$ cat config.mk
export PLATFORM = sky130hd
export DESIGN_NAME = rng_ctrl_regs
export DESIGN_NICKNAME = d
export VERILOG_FILES = /design/src/rtl/rngc_pkg.sv /design/src/rtl/rng_op_seq.sv /design/src/rtl/rng_lfsr.sv /design/src/rtl/rng_ctrl_regs.sv
export SDC_FILE = /design/constraint.sdc
export NUM_CORES = 1
export LEC_CHECK = 0
export ABC_CLOCK_PERIOD_IN_PS = 1500
export BUFFER_PORTS_ARGS = -buffer_cell sky130_fd_sc_hd__clkbuf_2
export CAP_MARGIN = 25
export CORE_MARGIN = 1.5
export CORE_UTILIZATION = 48
export DETAILED_ROUTE_END_ITERATION = 7
export PLACE_DENSITY = 0.76
export SYNTH_ARGS = -nofsm -noshare
export SYNTH_HDL_FRONTEND = slang
export SYNTH_HIERARCHICAL = 1
export SYNTH_SLANG_ARGS = --single-unit
export TNS_END_PERCENT = 10
$ cat constraint.sdc
create_clock -name clk -period 1.5 [get_ports clk]
set_input_delay 0 -clock clk [delete_from_list [all_inputs] [get_ports clk]]
set_output_delay 0 -clock clk [all_outputs]
set_load 0.01 [all_outputs]
$ cat src/rtl/rngc_pkg.sv
package rngc_pkg;

   typedef enum logic [1:0] {
      OP_IDLE = 2'd0,
      OP_RUN  = 2'd1,
      OP_DONE = 2'd2
   } op_state_e;

   localparam int unsigned OFS_VER  = 'h00;
   localparam int unsigned OFS_CMD  = 'h04;
   localparam int unsigned OFS_CTRL = 'h08;
   localparam int unsigned OFS_STAT = 'h0C;
   localparam int unsigned OFS_RAND = 'h14;

   localparam int unsigned CMD_SOFT_RST = 6;
   localparam int unsigned CMD_CLR_ERR  = 5;
   localparam int unsigned CMD_CLR_IRQ  = 4;
   localparam int unsigned CMD_SEED     = 1;
   localparam int unsigned CMD_TEST     = 0;

   localparam int unsigned CTL_MASK_ERR  = 6;
   localparam int unsigned CTL_MASK_DONE = 5;
   localparam int unsigned CTL_AUTO_SEED = 4;

endpackage

$ cat src/rtl/rng_op_seq.sv
module rng_op_seq
   import rngc_pkg::*;
#(
   parameter int unsigned RUN_CYCLES = 16
) (
   input  logic      clk,
   input  logic      rst_n,
   input  logic      soft_clr,
   input  logic      start,
   output op_state_e state_o,
   output logic      done_o
);

   localparam int unsigned CW = $clog2(RUN_CYCLES + 1);
   localparam logic [CW-1:0] RELOAD = CW'(RUN_CYCLES - 1);

   generate
      if (RUN_CYCLES < 1) begin : g_bad_len
         $error("rng_op_seq: RUN_CYCLES must be at least 1");
      end
   endgenerate

   op_state_e      state_q;
   logic [CW-1:0]  cnt_q;

   always_comb begin
      done_o = (state_q == OP_RUN) && (cnt_q == '0) && !start && !soft_clr;
   end

   always_ff @(posedge clk or negedge rst_n) begin
      if (!rst_n) begin
         state_q <= OP_IDLE;
         cnt_q   <= '0;
      end else if (start) begin
         state_q <= OP_RUN;
         cnt_q   <= RELOAD;
      end else if (soft_clr) begin
         state_q <= OP_IDLE;
         cnt_q   <= '0;
      end else if (state_q == OP_RUN) begin
         if (cnt_q == '0) begin
            state_q <= OP_DONE;
         end else begin
            cnt_q <= cnt_q - 1'b1;
         end
      end
   end

   assign state_o = state_q;

endmodule

$ cat src/rtl/rng_lfsr.sv
module rng_lfsr #(
   parameter int unsigned W    = 32,
   parameter logic [W-1:0] SEED = W'(32'h1D87_2B41)
) (
   input  logic         clk,
   input  logic         rst_n,
   input  logic         adv,
   output logic [W-1:0] q
);

   logic [W-1:0] q_r;
   logic         fb;

   generate
      if (SEED == '0) begin : g_bad_seed
         $error("rng_lfsr: SEED must be nonzero");
      end
      if (W == 32) begin : g_taps32
         always_comb fb = q_r[31] ^ q_r[21] ^ q_r[1] ^ q_r[0];
      end else if (W == 16) begin : g_taps16
         always_comb fb = q_r[15] ^ q_r[13] ^ q_r[12] ^ q_r[10];
      end else begin : g_bad_w
         $error("rng_lfsr: only widths 16 and 32 are supported");
         always_comb fb = 1'b0;
      end
   endgenerate

   always_ff @(posedge clk or negedge rst_n) begin
      if (!rst_n) begin
         q_r <= SEED;
      end else if (adv) begin
         q_r <= {q_r[W-2:0], fb};
      end
   end

   assign q = q_r;

endmodule

$ cat src/rtl/rng_ctrl_regs.sv
module rng_ctrl_regs
   import rngc_pkg::*;
#(
   parameter int unsigned ADDR_W     = 8,
   parameter int unsigned RUN_CYCLES = 16,
   parameter int unsigned FIFO_WORDS = 5,
   parameter int unsigned VER_TYPE   = 1,
   parameter int unsigned VER_MAJ    = 2,
   parameter int unsigned VER_MIN    = 'h40,
   parameter logic [31:0] LFSR_SEED  = 32'h1D87_2B41
) (
   input  logic              clk,
   input  logic              rst_n,
   input  logic [ADDR_W-1:0] addr,
   input  logic              wr_en,
   input  logic [31:0]       wr_data,
   input  logic              rd_en,
   output logic [31:0]       rd_data,
   output logic              irq
);

   localparam logic [31:0] CTRL_KEEP =
      (32'd1 << CTL_MASK_ERR) | (32'd1 << CTL_MASK_DONE) | (32'd1 << CTL_AUTO_SEED);
   localparam logic [31:0] VER_WORD =
      (32'(VER_TYPE) << 28) | (32'(VER_MAJ) << 8) | 32'(VER_MIN);

   generate
      if (ADDR_W < 5) begin : g_bad_addr
         $error("rng_ctrl_regs: ADDR_W too narrow for the register map");
      end
      if (FIFO_WORDS > 15) begin : g_bad_fifo
         $error("rng_ctrl_regs: FIFO_WORDS must fit in four bits");
      end
      if (VER_TYPE > 15 || VER_MAJ > 255 || VER_MIN > 255) begin : g_bad_ver
         $error("rng_ctrl_regs: version field out of range");
      end
   endgenerate

   // address decode
   logic sel_ver, sel_cmd, sel_ctrl, sel_stat, sel_rand;
   always_comb begin
      sel_ver  = (addr == ADDR_W'(OFS_VER));
      sel_cmd  = (addr == ADDR_W'(OFS_CMD));
      sel_ctrl = (addr == ADDR_W'(OFS_CTRL));
      sel_stat = (addr == ADDR_W'(OFS_STAT));
      sel_rand = (addr == ADDR_W'(OFS_RAND));
   end

   // command strobes
   logic cmd_wr, soft_rst, clr_irq, seed_go, test_go;
   always_comb begin
      cmd_wr   = wr_en && sel_cmd;
      soft_rst = cmd_wr && wr_data[CMD_SOFT_RST];
      clr_irq  = cmd_wr && (wr_data[CMD_CLR_ERR] || wr_data[CMD_CLR_IRQ]);
      seed_go  = cmd_wr && wr_data[CMD_SEED];
      test_go  = cmd_wr && wr_data[CMD_TEST];
   end

   // seed and self-test sequencers
   op_state_e seed_state, test_state;
   logic      seed_done, test_done;

   rng_op_seq #(.RUN_CYCLES(RUN_CYCLES)) u_seed_seq (
      .clk      (clk),
      .rst_n    (rst_n),
      .soft_clr (soft_rst),
      .start    (seed_go),
      .state_o  (seed_state),
      .done_o   (seed_done)
   );

   rng_op_seq #(.RUN_CYCLES(RUN_CYCLES)) u_test_seq (
      .clk      (clk),
      .rst_n    (rst_n),
      .soft_clr (soft_rst),
      .start    (test_go),
      .state_o  (test_state),
      .done_o   (test_done)
   );

   // control word
   logic [31:0] ctrl_q;
   logic        mask_done;
   always_ff @(posedge clk or negedge rst_n) begin
      if (!rst_n) begin
         ctrl_q <= '0;
      end else if (soft_rst) begin
         ctrl_q <= '0;
      end else if (wr_en && sel_ctrl) begin
         ctrl_q <= wr_data & CTRL_KEEP;
      end
   end
   assign mask_done = ctrl_q[CTL_MASK_DONE];

   // interrupt line
   logic irq_q;
   always_ff @(posedge clk or negedge rst_n) begin
      if (!rst_n) begin
         irq_q <= 1'b0;
      end else if ((seed_done || test_done) && !mask_done) begin
         irq_q <= 1'b1;
      end else if (clr_irq) begin
         irq_q <= 1'b0;
      end
   end
   assign irq = irq_q;

   // random word source
   logic [31:0] lfsr_q;
   rng_lfsr #(.W(32), .SEED(LFSR_SEED)) u_lfsr (
      .clk   (clk),
      .rst_n (rst_n),
      .adv   (rd_en && sel_rand),
      .q     (lfsr_q)
   );

   // readback words
   logic        seed_run, test_run, any_run;
   logic [31:0] cmd_word, stat_word;
   always_comb begin
      seed_run = (seed_state == OP_RUN);
      test_run = (test_state == OP_RUN);
      any_run  = seed_run || test_run;

      cmd_word = '0;
      cmd_word[CMD_SEED] = seed_run;
      cmd_word[CMD_TEST] = test_run;

      stat_word        = '0;
      stat_word[15:12] = 4'(FIFO_WORDS);
      stat_word[11:8]  = 4'(FIFO_WORDS);
      stat_word[6]     = 1'b1;
      stat_word[5]     = (seed_state == OP_DONE);
      stat_word[4]     = (test_state == OP_DONE);
      stat_word[1]     = any_run;
      stat_word[0]     = !any_run;
   end

   always_comb begin
      rd_data = '0;
      if (rd_en) begin
         if (sel_ver)       rd_data = VER_WORD;
         else if (sel_cmd)  rd_data = cmd_word;
         else if (sel_ctrl) rd_data = ctrl_q;
         else if (sel_stat) rd_data = stat_word;
         else if (sel_rand) rd_data = lfsr_q;
      end
   end

endmodule

* Yosys cells after proc, flatten, opt, wreduce, memory -nomap -nowiden
Index checks and enable logic that the tools add are counted.
** Cells by class
- Reductions and logical operators :: 35
- Add/sub/neg operators :: 2
- Bitwise logic cells :: 3
- Muxes and demuxes :: 26
- Equal/unequal tests :: 10
** Operator list (number)
- 32-bit 2-to-1 mux :: 8
- 5-bit 2-to-1 mux :: 8
- 8-bit by 4-bit equality test with 1-bit output (second input constant) :: 2
- 2-bit 2-to-1 mux :: 8
- 1-bit logical AND :: 14
- 3-bit nonzero test :: 4
- 5-bit logical NOT :: 2
- 5-bit by 1-bit subtractor with 5-bit output (second input constant) :: 2
- 8-bit by 3-bit equality test with 1-bit output (second input constant) :: 1
- 8-bit by 5-bit equality test with 1-bit output (second input constant) :: 1
- 8-bit logical NOT :: 1
- 2-bit AND reduction :: 4
- 3-bit by 1-bit != test with 1-bit output (second input constant) :: 2
- 1-bit logical NOT :: 5
- 2-bit by 1-bit equality test with 1-bit output (second input constant) :: 2
- 2-bit equality test (second input constant) :: 2
- 2-bit nonzero test :: 2
- 1-bit logical OR :: 3
- 1-bit bitwise XOR :: 3
- 1-bit 2-to-1 mux :: 2
** Word-level totals
- Output and inout bits :: 33
- Register bits after elaboration :: 79
- Logic and storage cells :: 83
- Bits of input ports :: 44

* Longest topological paths before layout
Gate-level depths: netlist (run 1).
- Depth in word-level cells :: 9
- Gate-level depth with buffers :: 8
- Gate-level depth less buffers :: 7

* Cells and area by module
Netlist (run 1), hierarchy kept.
** By module, submodules not included
- rng_lfsr :: area each 1382.6 µm², instances 1, seq. area each 818.3 µm², cells an instance 73
- rng_op_seq :: area each 396.6 µm², instances 2, seq. area each 175.2 µm², cells an instance 41
- rng_ctrl_regs :: area each 784.5 µm², instances 1, seq. area each 100.1 µm², cells an instance 104

* Worst setup path before layout (run 1)
OpenSTA, ideal clock, no wires.
- Path kind :: input to register
- Start point :: in addr[7]
- End point :: reg u_seed_seq.cnt_q[0]
- Stages on the path :: 7
- Setup time :: 139 ps
- Arrival time :: 1839 ps
- Data required time :: 1361 ps
- Slack :: -477 ps
- Path through :: or4_4 > buf_6 > nor4_4 > clkbuf_1 > nand2b_1 > nor2_1 > or4_1
** On the way
- Word-level cells in the longest chain between the ends :: 5
** Ends and longest elaborated chain
- start, declared :: RTL line rng_ctrl_regs.sv:14 : input logic [ADDR_W-1:0] addr,
- 8-bit by 3-bit equality test with 1-bit output * :: RTL line rng_ctrl_regs.sv:43 : sel_cmd = (addr == ADDR_W'(OFS_CMD));
- 1-bit logical AND * :: RTL line rng_ctrl_regs.sv:52 : cmd_wr = wr_en && sel_cmd;
- 1-bit logical AND * :: RTL line rng_ctrl_regs.sv:53 : soft_rst = cmd_wr && wr_data[CMD_SOFT_RST];
- via soft_rst :: RTL line rng_ctrl_regs.sv:50 : logic cmd_wr, soft_rst, clr_irq, seed_go, test_go;
- 3-bit by 1-bit != test with 1-bit output (no source line) (tied with other cells)
- 2-bit AND reduction (no source line) / 5-bit 2-to-1 mux (equally long branches)
- end signal, assigned :: RTL line rng_op_seq.sv:44 : cnt_q <= cnt_q - 1'b1;
- end, declared :: RTL line rng_op_seq.sv:24 : logic [CW-1:0] cnt_q;
The timed path passes the listed nets; every way through them passes the cells marked *.
A chain may end at the register's enable or synchronous reset.

* Worst setup path in the final report (run 1)
- Start point :: reg u_test_seq.cnt_q[0]
- End point :: reg u_test_seq.cnt_q[0]
** On the way
- Word-level cells in the longest chain between the ends :: 5
** Ends and longest elaborated chain
- start, declared :: RTL line rng_op_seq.sv:24
- start signal, assigned :: RTL line rng_op_seq.sv:44
- 5-bit by 1-bit subtractor with 5-bit output :: RTL line rng_op_seq.sv:44
- 5-bit 2-to-1 mux :: RTL line rng_op_seq.sv:41 : if (cnt_q == '0) begin
- 5-bit 2-to-1 mux :: RTL line rng_op_seq.sv:40 : end else if (state_q == OP_RUN) begin
- 5-bit 2-to-1 mux :: RTL line rng_op_seq.sv:37 : end else if (soft_clr) begin
- 5-bit 2-to-1 mux :: RTL line rng_op_seq.sv:34 : end else if (start) begin
Several ways; a longest one is shown, not always the timed one. The select of a mux whose other input is x is not followed.

==> results of run 1 <==
[worst reg2reg max path: cells and delay by family (launching register included)]
| family | cells | cell delay [ps] |
|---|---|---|
| fa+ha+maj | 1 | 140 |
| simple gates | 3 | 790 |
| buf+inv | 1 | 90 |
| flops | 1 | 410 |
[how the worst max path moves through the flow]
| stage | from | to | slack [ps] | depth (start not counted) |
|---|---|---|---|---|
| after floorplan | addr[7] | u_seed_seq/cnt_q[0] | -340 | 7 |
| after global placement | addr[3] | u_test_seq/cnt_q[0] | -220 | 7 |
| after detailed placement | addr[3] | u_seed_seq/cnt_q[0] | -250 | 7 |
| after CTS | u_test_seq/cnt_q[1] | irq | -50 | 8 |
| after global routing | u_test_seq/cnt_q[0] | irq | -140 | 8 |
| final | u_test_seq/cnt_q[0] | u_test_seq/cnt_q[0] | -50 | 5 |
[area by class of cell]
type	instances	share of cell area
multi-input combinational	184	0.435
sequential	50	0.331
timing repair buffer	98	0.176
tap	75	0.0244
clock buffer	6	0.0189
inverter	11	0.0108
clock inverter	2	0.00391
[registers in the layout, summed over array words and instances (netlist names)]
signal,flops
ctrl_q,3
u_seed_seq/state_o,2
irq,1
u_test_seq/state_o,2
u_lfsr/q,32
u_seed_seq/cnt_q,5
u_test_seq/cnt_q,5
[per-stage QoR]
stage	setup TNS [ps]	power, W
final	-153	0.00259
after CTS	-211	0.00258
after detailed placement	-3980	0.00176
after global placement	-2730	0.00175
after global routing	-1110	0.00273
after floorplan	-2690	0.00160
[logic make-up after synthesis]
family          synth area share
simple gates               0.235
compound gates             0.112
xor+xnor                 0.00592
buf+inv                   0.0566
mux                        0.154
fa+ha+maj                0.00845
flops                      0.429
[routing by layer]
metal  GRT usage  vias up
met4      0.0655        0
met5           0        -
li1            -     1125
met3      0.0433       14
met1       0.266     1148
met2       0.336       72
[power groups by stage]
| stage | sequential, W | combinational, W | clock (W) |
|---|---|---|---|
| 2_1_floorplan | 0.00145 | 0.000155 | 0 |
| 3_3_place_gp | 0.00145 | 0.000299 | 0 |
| 3_5_place_dp | 0.00145 | 0.000307 | 0 |
| 4_1_cts | 0.00142 | 0.000355 | 0.000800 |
| 5_1_grt | 0.00143 | 0.000427 | 0.000868 |
| 6_report | 0.00143 | 0.000388 | 0.000774 |
[what timing repair did]
action                                  CTS  global route
endpoints found under the hold margin    20             0
resized for setup                        18            40
pin swaps                                 9            15
endpoints found under the setup margin   12            30
buffers inserted                          5             2
hold buffers                              3             0
[placed cells by master (no fill, tap or decap), types with 7 or more instances in the layout]
| cell type | count |
|---|---|
| and2_1 | 20 |
| dfrtp_1 | 34 |
| a21oi_1 | 8 |
| nor2_1 | 15 |
| clkbuf_2 | 38 |
| buf_4 | 38 |
| dfstp_2 | 14 |
| mux2_4 | 29 |
| inv_1 | 7 |
| nand2b_1 | 7 |
| buf_2 | 11 |
==> results.toml, run 1 <==
[outcome]
outcome = "finished with violations"
violations = "setup timing"

[layout]
area_growth_pct = 29.7
nFillCells = 465
antenna_cells = 0
fin_area_um2 = 3840
finalNetCount = 396
fin_util = 0.649
fin_cells = 426
drive_above_1_share = 0.544
multiInputGateArea_um2 = 1670
ff_latch_area_um2 = 1270

[cts]
clock_path_buffers = 2
cts-buffers-inserted = 5
cts_sinks = 50
clk_pin_slew_worst_paths_ps = 90
cts_tree = "built"
clock_latency_ps = 300
h-tree-depth = 2
root_buffer = "clkbuf_8"

[place]
portBuffers = 49
place_congestion = 0.879
dp_cells = 409
dp_slack_ps = -249
placed_area_um2 = 3510
dp_hpwl_um = 4580

[grt]
grt_max_degree = 24
grt_util_all_layers = 0.204
first_global_vias = 2213
antenna_found_initial = 0
grt_overflow = 0
grt_pass1_wl_um = 10400

[synth]
synthCells = 259
synth_nets = 305
synth_top_area_frac = 0.304
synth_flop_cell = "dfrtp_1"
yosys-top-cells-count = "dfrtp_1 (36), mux2_4 (29), and2_1 (21)"
ys_seq_area_frac = 0.429
synth.area.top_cells = "dfrtp_1 (30%), mux2_4 (15%), dfstp_2 (12%), and2_1 (4.4%), nor2_1 (2.3%)"
synth_area_per_cell_um2 = 11.4
postSynth.asyncResetShare = 1.00
synth_edf_count = 0
synth.distinct_cells = 52
syn_area_um2 = 2960
ys.warnings.count = 6
synth_most_common_cell = "dfrtp_1"
yosysTopAreaCell = "dfrtp_1"
ys_ff_latch = 50

[setup_path]
crit_buf_inv = 1
worstRegToRegCells = 5
endpoint_kind = "flop"
crit_required_ps = 1680
max_stage_delay_ps = 490
start_kind = "flop"
cpLargestDelayFamily = "simple AND/OR/NAND/NOR gates"
r2r-end = "u_test_seq/cnt_q[0]"
crit_fanout = 3
cp_cell_sequence = "inv_2 -> ha_4 -> nor4b_4 -> nor4_1 -> or4_1"
reg2reg_slack_ps = -50
rr_startpoint = "u_test_seq/cnt_q[0]"
cp.arrival_ps = 1730
critPathKind = "reg -> reg"
cp_slowest_cell = "or4_1"

[timing]
slew_headroom = 0.694
timing.final.ws_setup_ps = -47.1
slew_viol_final = 0
fmax_mhz = 646
hold_viol = 0
hold_slack_ps = 22.0
rsz0062_at_grt = "true"
worstMarginPinSlew_ps = 460
period_share = 1.03
fin_crit_ps = 1550
skew_ps = 5.36
finalSetupViolCount = 5

[routing]
wl_met3_um = 303
met1_length_um = 2890
via_per_inst = 5.54
wl_per_cell_um = 15.6
postRouteAntennaNets = 0
drc = 0
num_vias = 2359
drt_iter0_markers = 90
routed_wl_um = 6660
first_pass_iters = 4
met2_length_um = 3320
highest_layer = "met4"

[floorplanning]
fp.dieH_um = 81.5
io_pins = 77
die_x_um = 81.5
die-area_um2 = 6650
row_count = 28
core-area_um2 = 5920
start_util = 0.500

[hold_path]
hold_path_class = "in -> reg"
min_to = "ctrl_q[6]"
hold_path_startpoint = "wr_data[6]"
hold-path-cell-count = 3

[pwr]
seq_power_share = 0.551
switchingPower_w = 0.000671
comb_power_share = 0.150
leakage_nw = 1.73
clockPowerShare = 0.299
cellInternalPower_w = 0.00192
p_per_area_nw_per_um2 = 674
ir_worst_vdd_mv = 0.335
switching_share = 0.259

[run]
cap_violations = 0
Note: power is estimated with default switching activity, not from simulation.
==> run 2, diff against run 1 <==
ABC_AREA = 1   (was not set)
GPL_ROUTABILITY_DRIVEN = 0   (was not set)
PLACE_DENSITY = 0.77   (was 0.76)
==> results.toml, run 2 <==
[setup_path]
worstRegToRegCells = 6
endpoint_kind = "primary output"
crit_required_ps = 1500
crit_buf_inv = 1
crit_fanout = 5
cp_cell_sequence = "o22ai_1 -> nand2_1 -> nand2_1 -> nor2_1 -> nor2_1 -> clkbuf_2"
cpLargestDelayFamily = "flip-flops"
start_kind = "flop"
cp_slowest_cell = "dfrtp_2"
reg2reg_slack_ps = 190
rr_startpoint = "u_test_seq/cnt_q[0]"
cp.arrival_ps = 1440
max_stage_delay_ps = 460
critPathKind = "reg -> out"
r2r-end = "irq"

[layout]
largest_reg_flops = 32
multiInputGateArea_um2 = 1290
antenna_cells = 0
fin_area_um2 = 3520
area_growth_pct = 19.4
mostFrequentLayoutCells = "inv_1 (80), nand2_1 (76), clkbuf_2 (49), nor2_1 (41), dfrtp_1 (35)"
mostFrequentLayoutCell = "inv_1"
drive_above_1_share = 0.296
nFillCells = 523
finalNetCount = 505
ff_latch_area_um2 = 1270

[grt]
first_global_vias = 2358
grt_util_all_layers = 0.191
grt_max_degree = 33
antenna_found_initial = 0
grt_overflow = 0
grt_pass1_wl_um = 9780

[pwr]
power_w = 0.00283
p_per_area_nw_per_um2 = 805
leakage_nw = 1.99
ir_worst_vdd_mv = 0.648

[synth]
syn_area_um2 = 2950
synth.distinct_cells = 26
yosysTopAreaCell = "dfrtp_1"
synth_area_per_cell_um2 = 7.55
synth.area.top_cells = "dfrtp_1 (31%), dfstp_2 (12%), inv_1 (10%), nand2_1 (9.7%), nor2_1 (5.4%)"
synth_most_common_cell = "inv_1"
synth_edf_count = 0
ys_ff_latch = 50
yosys-top-cells-count = "inv_1 (80), nand2_1 (76), nor2_1 (42)"
ys.warnings.count = 6
synth_flop_cell = "dfrtp_1"
synth_nets = 436
synth_top_area_frac = 0.306
synthCells = 390
postSynth.asyncResetShare = 1.00
ys_seq_area_frac = 0.431

[cts]
clock_latency_ps = 310
clock_path_buffers = 2
h-tree-depth = 2
clk_pin_slew_worst_paths_ps = 100
cts-buffers-inserted = 5
post-cts-setup-buffers = 0
cts_sinks = 50
root_buffer = "clkbuf_8"
cts_tree = "built"

[hold_path]
hold_path_startpoint = "wr_en"
hold-path-cell-count = 5
min_to = "ctrl_q[6]"
hold_path_class = "in -> reg"

[timing]
rsz0062_at_grt = "true"
period_share = 0.960
worstMarginPinSlew_ps = 412
slew_viol_final = 0
finalSetupViolCount = 0
skew_ps = 6.49
hold_viol = 0
fmax_mhz = 694
slew_headroom = 0.725
fin_crit_ps = 1440

[floorplanning]
io_pins = 77
row_count = 28
die_x_um = 81.3
start_util = 0.497
core-area_um2 = 5920
fp.dieH_um = 81.3
die-area_um2 = 6620

[routing]
wl_per_cell_um = 10.9
via_per_inst = 4.79
postRouteAntennaNets = 0
num_vias = 2564
first_pass_iters = 4
drt_iter0_markers = 132
drc = 0
routed_wl_um = 5810

[place]
placed_area_um2 = 3340
dp_hpwl_um = 4390
portBuffers = 49

[run]
cap_violations = 0

[outcome]
outcome = "finished, final reports clean"
run 2: cell types whose count changed in the layout (fill, tap and decap cells not counted), moves of 24 or more:
cell	previous run	this run
mux2_4	29	0
buf_4	38	14
nand3_1	2	26
inv_1	7	80
nor2_1	15	41
nand2_1	5	76
run 2: kinds of logic after synthesis:
family                   Yosys count  synth area share
flip-flops                        50             0.431
AO/OA/AOI/OAI                     54            0.0956
adder cells (fa/ha/maj)            2           0.00849
multiplexers                       1           0.00382
XOR/XNOR                           2           0.00595
buffers and inverters             91             0.134
AND/OR/NAND/NOR                  190             0.321
run 2: how the worst max path moves through the flow:
stage / startpoint / end / slack, ps / depth (start not counted)
2_1_floorplan: addr[0] / irq / 150 / 12
3_3_place_gp: addr[3] / irq / -50 / 14
3_5_place_dp: addr[3] / irq / -40 / 14
4_1_cts: addr[3] / ctrl_q[4] / 10 / 12
5_1_grt: u_seed_seq/state_o[1] / rd_data[1] / -10 / 6
6_report: u_seed_seq/state_o[1] / rd_data[1] / 60 / 6
run 2: per-layer routing:
metal | global-route usage | up-vias | routed length [um]
met1 | 0.229 | 1175 | 2600
met4 | 0.0776 | 0 | 63
met5 | 0 | - | 0
li1 | - | 1332 | -
met2 | 0.331 | 52 | 2930
met3 | 0.0427 | 5 | 208
run 2: final cells by class:
class,instances,share of cell area
Multi-Input combinational cell,249,0.367
Sequential cell,50,0.361
Timing Repair Buffer,71,0.129
Inverter,82,0.0883
Tap cell,75,0.0267
Clock buffer,5,0.0196
Clock inverter,3,0.00819
run 2: power by group:
group          total (W)  switching, W  internal [W]  leakage [nW]
clock network   0.000844      0.000498      0.000346        0.0502
logic           0.000417      0.000251      0.000166          1.37
registers        0.00157     0.0000870       0.00148         0.571
total            0.00283      0.000836       0.00200          1.99
run 2: timing repair:
action | in CTS | in global routing
resized for setup | 0 | 8
endpoints found under the hold margin | 19 | 0
endpoints found under the setup margin | 0 | 25
hold buffers | 6 | 0
run 2: stage by stage:
stage / std cells / worst slack (ps) / setup TNS [ps] / hold WS (ps) / util
6_report: 535 / 59.5 / 0 / 62.8 / 0.594
3_3_place_gp: 521 / -50.3 / -54.5 / -62.4 / 0.564
5_1_grt: 535 / -14.9 / -17.6 / 94.8 / 0.594
2_1_floorplan: 390 / 150 / 0 / -296 / -
3_5_place_dp: 521 / -35.3 / -35.3 / -44.9 / 0.564
4_1_cts: 535 / 9.71 / 0 / 31.3 / 0.591
run 2: worst reg2reg max path, delay by kind of cell (launching register included):
family	cells	cell delay [ps]
buffers and inverters	1	120
adders and majority gates	1	270
and+or+nand+nor	3	380
DFF	1	400
AOI/OAI and AO/OA	1	100
==> run 3, diff against run 2 <==
SETUP_SLACK_MARGIN = 0.4   (was not set)
==> results.toml, run 3 (same netlist as run 2, synthesis figures left out) <==
[outcome]
outcome = "finished, final reports clean"

[setup_path]
endpoint_kind = "primary output"
crit_required_ps = 1500
start_kind = "flop"
critPathKind = "reg -> out"
cp.arrival_ps = 1400
crit_fanout = 2

[layout]
mostFrequentLayoutCells = "nand2_1 (71), inv_1 (67), clkbuf_2 (47), nor2_1 (38), dfrtp_1 (34)"
finalNetCount = 508
drive_above_1_share = 0.356
area_growth_pct = 24.7
ff_latch_area_um2 = 1270
fin_cells = 538
nFillCells = 514
antenna_cells = 0
mostFrequentLayoutCell = "nand2_1"
multiInputGateArea_um2 = 1380
largest_reg_flops = 32

[grt]
grt_util_all_layers = 0.200
grt_max_degree = 51
grt_pass1_wl_um = 10300
first_global_vias = 2486
grt_overflow = 0
antenna_found_initial = 0

[cts]
h-tree-depth = 2
cts-buffers-inserted = 5
cts_tree = "built"
root_buffer = "clkbuf_8"
clock_latency_ps = 310
cts_sinks = 50
clock_path_buffers = 2
clk_pin_slew_worst_paths_ps = 100

[routing]
met2_length_um = 3280
routed_wl_um = 6400
postRouteAntennaNets = 0
num_vias = 2627
wl_met3_um = 257
met1_length_um = 2740
via_per_inst = 4.88
highest_layer = "met4"
drt_iter0_markers = 173
drc = 0
wl_per_cell_um = 11.9
first_pass_iters = 6

[timing]
hold_slack_ps = 9.50
skew_ps = 16.3
fin_crit_ps = 1400
fmax_mhz = 713
slew_headroom = 0.738
rsz0062_at_grt = "true"
hold_viol = 0
tns_ps = 0
period_share = 0.934
worstMarginPinSlew_ps = 393
finalSetupViolCount = 0
slew_viol_final = 0

[place]
dp_hpwl_um = 4240
dp_cells = 510
portBuffers = 49

[pwr]
leakage_nw = 2.03
ir_worst_vdd_mv = 0.483
power_w = 0.00305
p_per_area_nw_per_um2 = 832

[floorplanning]
core-area_um2 = 5920
start_util = 0.497
row_count = 28
die_x_um = 81.3
die-area_um2 = 6620
io_pins = 77
fp.dieH_um = 81.3

[run]
cap_violations = 0

[hold_path]
hold_path_class = "in -> reg"
==> run 3: layout make-up <==
class,instances,area share
clock buffers,7,0.0235
clock inverters,1,0.00818
inverters,82,0.0893
multi-input cells,249,0.375
flip-flops and latches,50,0.346
well taps,75,0.0256
repair buffers,74,0.132
==> run 3: per-stage QoR <==
stage	utilization	instance area (um2)	setup WS, ps
finish	0.620	3670	98.4
global route	0.620	3670	63.5
CTS	0.611	3620	143
detailed placement	0.563	3330	101
global placement	0.563	3330	134
floorplan	-	3020	396
==> run 3: per-layer routing <==
metal	up-vias	GRT usage
met3	15	0.0382
met5	-	0
met2	70	0.356
met1	1201	0.227
li1	1341	-
met4	0	0.0966
==> run 3: worst paths after layout <==
kind	startpoint	endpoint	slack [ps]	cells past startpoint
setup / recovery	u_seed_seq/state_o[1]	rd_data[1]	100	6
hold / removal	wr_en	ctrl_q[4]	9	4
setup reg to reg	u_test_seq/state_o[0]	irq	200	8
hold reg to reg	u_lfsr/q[13]	u_lfsr/q[13]	480	2
max in group asynchronous	rst_n	u_lfsr/q[11]	990	3
min in group asynchronous	rst_n	u_lfsr/q[22]	210	3
==> run 3: timing repair <==
item / CTS / global route
setup buffers: 11 / 5
pin swaps: 6 / 11
hold endpoints to repair: 54 / 0
hold buffers: 4 / 0
gates resized for setup: 11 / 13
setup endpoints to repair: 38 / 55
==> run 3: critical path, cell delays in order, from the launching register on <==
cell and delay [ps]:
dfrtp_2 430, o22ai_2 170, nand2_2 90, nand2_2 80, nor2_2 40, nor2_1 120
buf_2 150
==> run 3: report_power, final <==
group	switching, W	internal, W
sequential	0.0000881	0.00148
clock	0.000446	0.000544
combinational	0.000286	0.000206
